File: config.mk
export PLATFORM = sky130hd
export DESIGN_NAME = sat_mac
export DESIGN_NICKNAME = d
export VERILOG_FILES = /design/src/rtl/sat_mac_pkg.sv /design/src/rtl/sat_mac_rst_sync.sv /design/src/rtl/sat_mac_mul.sv /design/src/rtl/sat_mac_narrow.sv /design/src/rtl/sat_mac_addsat.sv /design/src/rtl/sat_mac.sv
export SDC_FILE = /design/constraint.sdc
export NUM_CORES = 1
export LEC_CHECK = 0
export BUFFER_PORTS_ARGS = -buffer_cell sky130_fd_sc_hd__buf_2
export CAP_MARGIN = 25
export CORE_MARGIN = 3
export CORE_UTILIZATION = 59
export CTS_CLUSTER_SIZE = 20
export DETAILED_ROUTE_END_ITERATION = 12
export PLACE_DENSITY = 0.77
export SLEW_MARGIN = 20
export SYNTH_ARGS = -nofsm -noshare
export SYNTH_HDL_FRONTEND = slang
export SYNTH_SLANG_ARGS = --single-unit
File: constraint.sdc
create_clock -name clk -period 1.2 [get_ports clk]
set_input_delay 0.06 -clock clk [delete_from_list [all_inputs] [get_ports clk]]
set_output_delay 0.06 -clock clk [all_outputs]
set_load 0.02 [all_outputs]
File: src/rtl/sat_mac_pkg.sv
package sat_mac_pkg;
  typedef enum logic {
    MODE_MAC  = 1'b0,
    MODE_BYTE = 1'b1
  } mac_mode_e;

  localparam int BYTE_W = 8;
endpackage

File: src/rtl/sat_mac_rst_sync.sv
module sat_mac_rst_sync (
  input  logic clk,
  input  logic rst_n,
  output logic rst_n_s
);
  logic [1:0] sync_q;

  always_ff @(posedge clk or negedge rst_n) begin
    if (!rst_n) sync_q <= 2'b00;
    else        sync_q <= {sync_q[0], 1'b1};
  end

  assign rst_n_s = sync_q[1];
endmodule

File: src/rtl/sat_mac_mul.sv
module sat_mac_mul #(
  parameter int OP_W = 16,
  localparam int PROD_W = 2 * OP_W
) (
  input  logic signed [OP_W-1:0]   a_i,
  input  logic signed [OP_W-1:0]   b_i,
  output logic signed [PROD_W-1:0] prod_o
);
  always_comb begin
    prod_o = a_i * b_i;
  end
endmodule

File: src/rtl/sat_mac_narrow.sv
module sat_mac_narrow #(
  parameter int IN_W  = 9,
  parameter int OUT_W = 8
) (
  input  logic signed [IN_W-1:0]  val_i,
  output logic signed [OUT_W-1:0] val_o,
  output logic                    clamp_o
);
  localparam int PAD_W = IN_W - OUT_W + 1;
  localparam logic signed [IN_W-1:0] MAXV = {{PAD_W{1'b0}}, {(OUT_W-1){1'b1}}};
  localparam logic signed [IN_W-1:0] MINV = {{PAD_W{1'b1}}, {(OUT_W-1){1'b0}}};

  logic above, below;

  always_comb begin
    above = val_i > MAXV;
    below = val_i < MINV;
    if (above)      val_o = MAXV[OUT_W-1:0];
    else if (below) val_o = MINV[OUT_W-1:0];
    else            val_o = val_i[OUT_W-1:0];
    clamp_o = above | below;
  end
endmodule

File: src/rtl/sat_mac_addsat.sv
module sat_mac_addsat #(
  parameter int W = 8
) (
  input  logic signed [W-1:0] x_i,
  input  logic signed [W-1:0] y_i,
  input  logic                sub_i,
  output logic signed [W-1:0] sum_o,
  output logic                clamp_o
);
  localparam int EXT_W = W + 1;

  logic signed [EXT_W-1:0] x_ext, y_ext, raw;

  always_comb begin
    x_ext = EXT_W'(x_i);
    y_ext = EXT_W'(y_i);
    raw   = sub_i ? (x_ext - y_ext) : (x_ext + y_ext);
  end

  sat_mac_narrow #(.IN_W(EXT_W), .OUT_W(W)) u_narrow (
    .val_i  (raw),
    .val_o  (sum_o),
    .clamp_o(clamp_o)
  );
endmodule

File: src/rtl/sat_mac.sv
module sat_mac
  import sat_mac_pkg::*;
#(
  parameter int OP_W  = 16,
  parameter int ACC_W = 40
) (
  input  logic                    clk,
  input  logic                    rst_n,
  input  logic                    clr_i,
  input  logic                    vld_i,
  input  logic                    mode_i,
  input  logic                    sub_i,
  input  logic signed [OP_W-1:0]  a_i,
  input  logic signed [OP_W-1:0]  b_i,
  output logic signed [ACC_W-1:0] acc_o,
  output logic                    vld_o,
  output logic                    sat_o
);
  localparam int PROD_W = 2 * OP_W;

  logic rst_n_s;

  // product path
  logic signed [PROD_W-1:0] prod;
  logic signed [ACC_W-1:0]  prod_ext, mac_base, mac_sum;
  logic                     mac_clamp;

  // byte path
  logic signed [BYTE_W-1:0] old_byte, byte_base, byte_sum;
  logic                     old_clamp, byte_clamp;

  // state
  logic signed [ACC_W-1:0] acc_q, acc_d;
  logic                    sat_q, sat_d;
  logic                    vld_q;
  logic                    step_clamp;
  mac_mode_e               mode;

  sat_mac_rst_sync u_rst (
    .clk    (clk),
    .rst_n  (rst_n),
    .rst_n_s(rst_n_s)
  );

  sat_mac_mul #(.OP_W(OP_W)) u_mul (
    .a_i   (a_i),
    .b_i   (b_i),
    .prod_o(prod)
  );

  always_comb begin
    prod_ext = ACC_W'(prod);
    mac_base = clr_i ? '0 : acc_q;
  end

  sat_mac_addsat #(.W(ACC_W)) u_mac_add (
    .x_i    (mac_base),
    .y_i    (prod_ext),
    .sub_i  (1'b0),
    .sum_o  (mac_sum),
    .clamp_o(mac_clamp)
  );

  sat_mac_narrow #(.IN_W(ACC_W), .OUT_W(BYTE_W)) u_old_narrow (
    .val_i  (acc_q),
    .val_o  (old_byte),
    .clamp_o(old_clamp)
  );

  always_comb begin
    byte_base = clr_i ? a_i[BYTE_W-1:0] : old_byte;
  end

  sat_mac_addsat #(.W(BYTE_W)) u_byte_add (
    .x_i    (byte_base),
    .y_i    (b_i[BYTE_W-1:0]),
    .sub_i  (sub_i),
    .sum_o  (byte_sum),
    .clamp_o(byte_clamp)
  );

  // next-state
  always_comb begin
    mode       = mac_mode_e'(mode_i);
    acc_d      = acc_q;
    sat_d      = sat_q;
    step_clamp = 1'b0;
    if (vld_i) begin
      if (mode == MODE_BYTE) begin
        acc_d      = ACC_W'(byte_sum);
        step_clamp = byte_clamp | (old_clamp & ~clr_i);
      end else begin
        acc_d      = mac_sum;
        step_clamp = mac_clamp;
      end
      sat_d = clr_i ? step_clamp : (sat_q | step_clamp);
    end
  end

  // registers
  always_ff @(posedge clk or negedge rst_n_s) begin
    if (!rst_n_s) begin
      acc_q <= '0;
      sat_q <= 1'b0;
    end else if (vld_i) begin
      acc_q <= acc_d;
      sat_q <= sat_d;
    end
  end

  always_ff @(posedge clk or negedge rst_n_s) begin
    if (!rst_n_s) vld_q <= 1'b0;
    else          vld_q <= vld_i;
  end

  assign acc_o = acc_q;
  assign sat_o = sat_q;
  assign vld_o = vld_q;
endmodule

==> reports/metrics.cfg, run 1 <==
[outcome]
run_status=complete, but fails checks
violations=setup timing

[worst_setup_path]
cp-startpoint=b_i[5]
reg2reg_to=acc_o[32]$_DFFE_PN0P_
required_ns=1.36
crit_top_cell=fa_1
cpMaxStageDelayCell=fa_1
crit_buf_inv=11
ff2ff_path_depth=22
crit_type=in2reg
worstReg2RegStart=acc_o[10]$_DFFE_PN0P_
cp-end-kind=flop
ff2ff_setup_slack_ns=-4.59
cp-start-kind=input pin
cp.arrival_ns=6.36
critPathTopFamily=adder cells
cpPeakStageDelay_ns=0.58
cp_max_fo=27

[synthesis]
netlist_instances=1783
yosysWarnings=0
syn_area_per_cell_sq_um=8.87
synth_nets=2283
seq_area_frac_synth=0.0696
yosysUniqueCellTypes=64
syn-cell-area_sq_um=15800
ys_seq_elements=44
async_flop_share=1.00
synth_edf_count=0
yosys_most_used_dff=dfrtp_1

[cells_and_area]
nets=2606
area_growth_pct=24.8
multi_input_area_sq_um=13400
antenna_cells=0
finish.utilization=0.753
layout-drive-gt1-share=0.242
ff_latch_area_sq_um=1100
post_layout_nonfiller_instances=2442
num-fill-cells=1808
final_area_sq_um=19700

[drt]
wl_mm=44.7
ant_nets=0
vias_per_cell=5.60
drtIter0Drc=1073
routedWlPerCell_um=18.3
post-route-drc-count=0
num_vias=13700
first_pass_iters=6

[global_routing]
gr-max-usage-layer=met2
use_met3=0.0287
grt_pass1_vias=14800
grt_pass1_wl_mm=72.1
antenna_found_initial=0
grt_use_met1=0.403
track_usage=0.311
grt_use_met2=0.557
overflow=0
grt_start_max_net_pins=43

[sta]
worst_slew_pin_slew_ns=0.561
finalHoldViolations=0
layout_worst_path_cycle_share=5.17
fmax_mhz=161
setup_slack_ns=-5.00
relSlewSlack=0.626
drv_slew=0
fin_skew_ns=0.00670
min_period_ns=6.20
grt_setup_unrepaired=yes
setup_violations=41

[place]
gp_congestion=0.942
dpl_cell_area_sq_um=18700
hpwl_mm=36.2
dp.cells=2401
port_buffers=79

[clocking]
clk_pin_slew_ns=0.06
cts_buffer_depth=2
root_buffer=clkbuf_16
cts_tree=done
h-tree-depth=2
clock_latency_ns=0.29
clock-sinks=44
cts-buffers-inserted=5

[die]
core_area_sq_um=26200
fp.dieW_um=170
rows=59
initial_core_util=0.603
pin_count=80
die_h_um=170
die_area_sq_um=28800

[min_path]
hp-class=in2async

[flow_run]
maxCapViolCount=0

## metrics by stage
stage / hold WS, ns / setup TNS, ns / worst slack, ns
floorplan: -0.236 / -202.31 / -4.96
global placement: -0.155 / -218.84 / -5.39
detailed placement: -0.148 / -223.91 / -5.58
CTS: 0.0891 / -196.35 / -4.82
global route: 0.104 / -211.25 / -5.19
finish: 0.115 / -203.00 / -5.00
## worst max path at each step
stage | endpoint | slack [ns] | depth (start not counted)
after floorplan | acc_o[6]$_DFFE_PN0P_ | -4.96 | 24
after global placement | acc_o[6]$_DFFE_PN0P_ | -5.39 | 26
after detailed placement | acc_o[4]$_DFFE_PN0P_ | -5.58 | 27
after CTS | acc_o[6]$_DFFE_PN0P_ | -4.82 | 25
after global routing | acc_o[24]$_DFFE_PN0P_ | -5.19 | 27
final | acc_o[32]$_DFFE_PN0P_ | -5.00 | 27
## cells in the mapped netlist (2+ instances only)
cell type | instances | share of area
dfrtp_1 | 44 | 0.070
maj3_1 | 2 | 0.0013
nor4_1 | 9 | 0.0036
o21bai_1 | 7 | 0.0033
nand2_1 | 160 | 0.038
o22ai_1 | 31 | 0.012
or2_2 | 6 | 0.0024
mux2i_1 | 4 | 0.0025
nor3_1 | 7 | 0.0022
o21a_1 | 6 | 0.0028
o31a_1 | 2 | 0.0011
a21o_1 | 17 | 0.0081
o31ai_1 | 5 | 0.0024
nand3b_1 | 2 | 0.00095
a31oi_4 | 2 | 0.0027
nor2_1 | 78 | 0.019
inv_1 | 421 | 0.10
nand3_1 | 13 | 0.0041
nor3b_1 | 2 | 0.00095
o21ai_1 | 3 | 0.00095
nand4_1 | 16 | 0.0063
a221oi_1 | 3 | 0.0017
and2_1 | 127 | 0.050
a211oi_2 | 2 | 0.0016
or4_1 | 2 | 0.00095
fa_1 | 335 | 0.42
o211ai_1 | 10 | 0.0047
and3_1 | 3 | 0.0012
o32ai_1 | 3 | 0.0017
o21ai_0 | 61 | 0.019
nor2b_1 | 46 | 0.018
ha_1 | 127 | 0.10
buf_6 | 4 | 0.0028
a211oi_1 | 7 | 0.0033
a31oi_1 | 2 | 0.00079
nand2b_1 | 8 | 0.0032
o21ai_2 | 2 | 0.0011
a21oi_1 | 62 | 0.020
clkbuf_1 | 58 | 0.014
buf_2 | 8 | 0.0025
xnor2_1 | 29 | 0.016
and3b_1 | 3 | 0.0017
o2111ai_1 | 3 | 0.0017
xor2_1 | 21 | 0.012
## flip-flops by register name (all words and copies together) (netlist names)
name and count:
acc_o 40, sat_o 1, vld_o 1, u_rst.sync_q 2
## layout make-up
class	count	area share
multi-input combinational	1246	0.679
timing repair buffer	388	0.155
inverter	421	0.0806
sequential	44	0.0559
tap	335	0.0212
clock buffer	6	0.00704
clock inverter	2	0.00197
## repair_timing
action / 4_1_cts / 5_1_grt
endpoints found under the hold margin: 2 / 0
hold buffers: 1 / 0
pin swaps: 31 / 36
gates resized for setup: 63 / 66
buffers inserted: 13 / 19
endpoints found under the setup margin: 41 / 41
cloned: 1 / 0
## logic make-up after synthesis
logic type,synth area share
compound gates,0.0972
fa+ha+maj,0.526
buf+inv,0.120
flops,0.0696
other cells,0.000237
mux,0.00253
simple gates,0.154
xor+xnor,0.0305
## layout by cell type (no fill, tap or decap), types with 6 or more instances in the layout
cell,instances
ha_1,106
dfrtp_1,43
o211ai_1,10
inv_2,13
buf_4,280
nand3_1,9
a211oi_1,7
a21oi_1,46
xnor2_1,29
nor2b_1,45
fa_2,8
buf_2,62
xor2_1,21
nand4_1,16
fa_1,327
o21ai_0,56
o21a_1,6
o22ai_1,26
nor4_1,9
buf_6,25
o21ai_1,6
nor3_1,7
o21bai_1,7
nand2b_1,8
a21oi_2,13
nor2_1,76
nand2_1,155
buf_12,13
ha_4,20
or2_2,6
a21o_1,17
inv_1,405
and2_1,125
## routing by layer
metal | vias up | wire [um]
met1 | 6920 | 17100
met4 | 0 | 1630
li1 | 6088 | -
met3 | 135 | 2550
met5 | - | 0
met2 | 529 | 23400
Power of run 1 is not shown: default switching activity piles up to over one toggle a cycle in this logic, so the estimate is an artifact.
==> run 2: changes to the inputs <==
REMOVE_ABC_BUFFERS = 1   (was default)
==> run 2 against run 1 <==
  * The flow still finishes with violations (setup timing)
  * Non-clock buffer count up 5
  * Register-to-register slack better by 0.12 ns
  * Design area up 0.86%
  * Sequential share of layout area about the same
  * Worst hold slack worse by 0.021 ns
  * Via count down 0.80%
  * Core utilization up 0.64 points
  * Fmax up 5.5%
  * Critical endpoint unchanged
  * Largest cell class unchanged
==> reports/metrics.cfg, run 2 (synthesis results as in run 1) <==
[outcome]
run_status=complete, but fails checks
violations=setup timing

[global_routing]
overflow=0
track_usage=0.316
grt_pass1_vias=14900
grt_pass1_wl_mm=73.0
grt_start_max_net_pins=43
antenna_found_initial=0

[clocking]
cts_buffer_depth=2
clk_pin_slew_ns=0.06
clock_latency_ns=0.29
cts_tree=done
h-tree-depth=2
cts-buffers-inserted=5
root_buffer=clkbuf_16
clock-sinks=44

[worst_setup_path]
cp.arrival_ns=6.04
cp-end-kind=flop
cpPeakStageDelay_ns=0.62
crit_type=in2reg
cpMaxStageDelayCell=fa_2
cp_max_fo=8
cp-start-kind=input pin
required_ns=1.36

[place]
hpwl_mm=36.3
pre_cts_ws_ns=-5.40
port_buffers=79
dp.cells=2416
gp_congestion=0.943

[cells_and_area]
mostFrequentLayoutCells=inv_1 (397), fa_1 (320), buf_4 (291), nand2_1 (153), and2_1 (117)
antenna_cells=0
post_layout_nonfiller_instances=2447
nets=2611
layout_commonest_cell=inv_1
layout-drive-gt1-share=0.258
largest_reg_flops=40
area_growth_pct=25.9

[die]
rows=59
core_area_sq_um=26200
pin_count=80
fp.dieW_um=170
die_h_um=170
initial_core_util=0.603
die_area_sq_um=28800

[sta]
fmax_mhz=170
layout_worst_path_cycle_share=4.90
fin_skew_ns=0.00345
setup_slack_ns=-4.68
setup_violations=41
drv_slew=0
worst_slew_pin_slew_ns=0.572
relSlewSlack=0.616
min_period_ns=5.88
finalHoldViolations=0
grt_setup_unrepaired=yes
fin_setup_tns_ns=-189.77

[drt]
num_vias=13600
first_pass_iters=5
vias_per_cell=5.54
wl_mm=44.3
routedWlPerCell_um=18.1
post-route-drc-count=0
drtIter0Drc=1087
ant_nets=0

[min_path]
hp-class=in2async

[flow_run]
maxCapViolCount=0

run 2: cell count changes in the layout (fill, tap and decap cells not counted), moves of 5 or more:
cell,before,now
ha_1,106,101
buf_4,280,291
and2_1,125,117
inv_2,13,21
fa_1,327,320
buf_2,62,56
fa_2,8,15
and2_4,2,10
inv_1,405,397
run 2: worst paths after layout:
kind                                            from                   endpoint  slack, ns  depth (start not counted)
setup / recovery                             a_i[15]      acc_o[32]$_DFFE_PN0P_      -4.68                         25
setup reg to reg                acc_o[3]$_DFFE_PN0P_      acc_o[32]$_DFFE_PN0P_      -4.47                         24
hold reg to reg            u_rst.sync_q[1]$_DFF_PN0_            vld_o$_DFF_PN0_       0.24                          1
min in group clk                              mode_i          sat_o$_DFFE_PN0P_       0.14                          3
max in group asynchronous  u_rst.sync_q[1]$_DFF_PN0_      acc_o[33]$_DFFE_PN0P_       0.73                          1
hold / removal                                 rst_n  u_rst.sync_q[0]$_DFF_PN0_       0.09                          2
run 2: stage by stage:
step / cell area (sq um) / util / hold WS (ns)
final: 19900 / 0.759 / 0.0943
after global routing: 19900 / 0.759 / 0.105
after CTS: 19700 / 0.751 / 0.103
after detailed placement: 18700 / 0.713 / -0.147
after global placement: 18700 / 0.713 / -0.155
after floorplan: 15500 / - / -0.236
run 2: repair_timing:
action,CTS,global route
buffers inserted,15,7
resized for setup,165,49
hold buffers,1,0
pin swaps,111,63
setup endpoints to repair,41,41
cloned,1,1
endpoints found under the hold margin,2,0
run 2: per-layer routing:
layer / GRT usage / up-vias / wire length [um]
li1: - / 6102 / -
met1: 0.406 / 6817 / 17300
met2: 0.565 / 512 / 22700
met3: 0.0326 / 131 / 2760
met4: 0.103 / 0 / 1540
met5: 0 / - / 0
run 2: critical path, delay by kind of cell:
| kind | cells | cell delay, ns |
|---|---|---|
| xor gates and xnor gates | 1 | 0.17 |
| buffers and inverters | 9 | 1.10 |
| and+or+nand+nor | 1 | 0.15 |
| adders and majority gates | 7 | 3.52 |
| AOI/OAI and AO/OA | 7 | 1.03 |
run 2: layout make-up:
class,count,area (sq um)
inverter,421,1590
multi-input combinational,1246,13500
fill,1762,6300
timing repair buffer,393,3140
tap,335,419
sequential,44,1100
clock buffer,6,139
clock inverter,2,38.8
Power of run 2 is left out for the same reason.
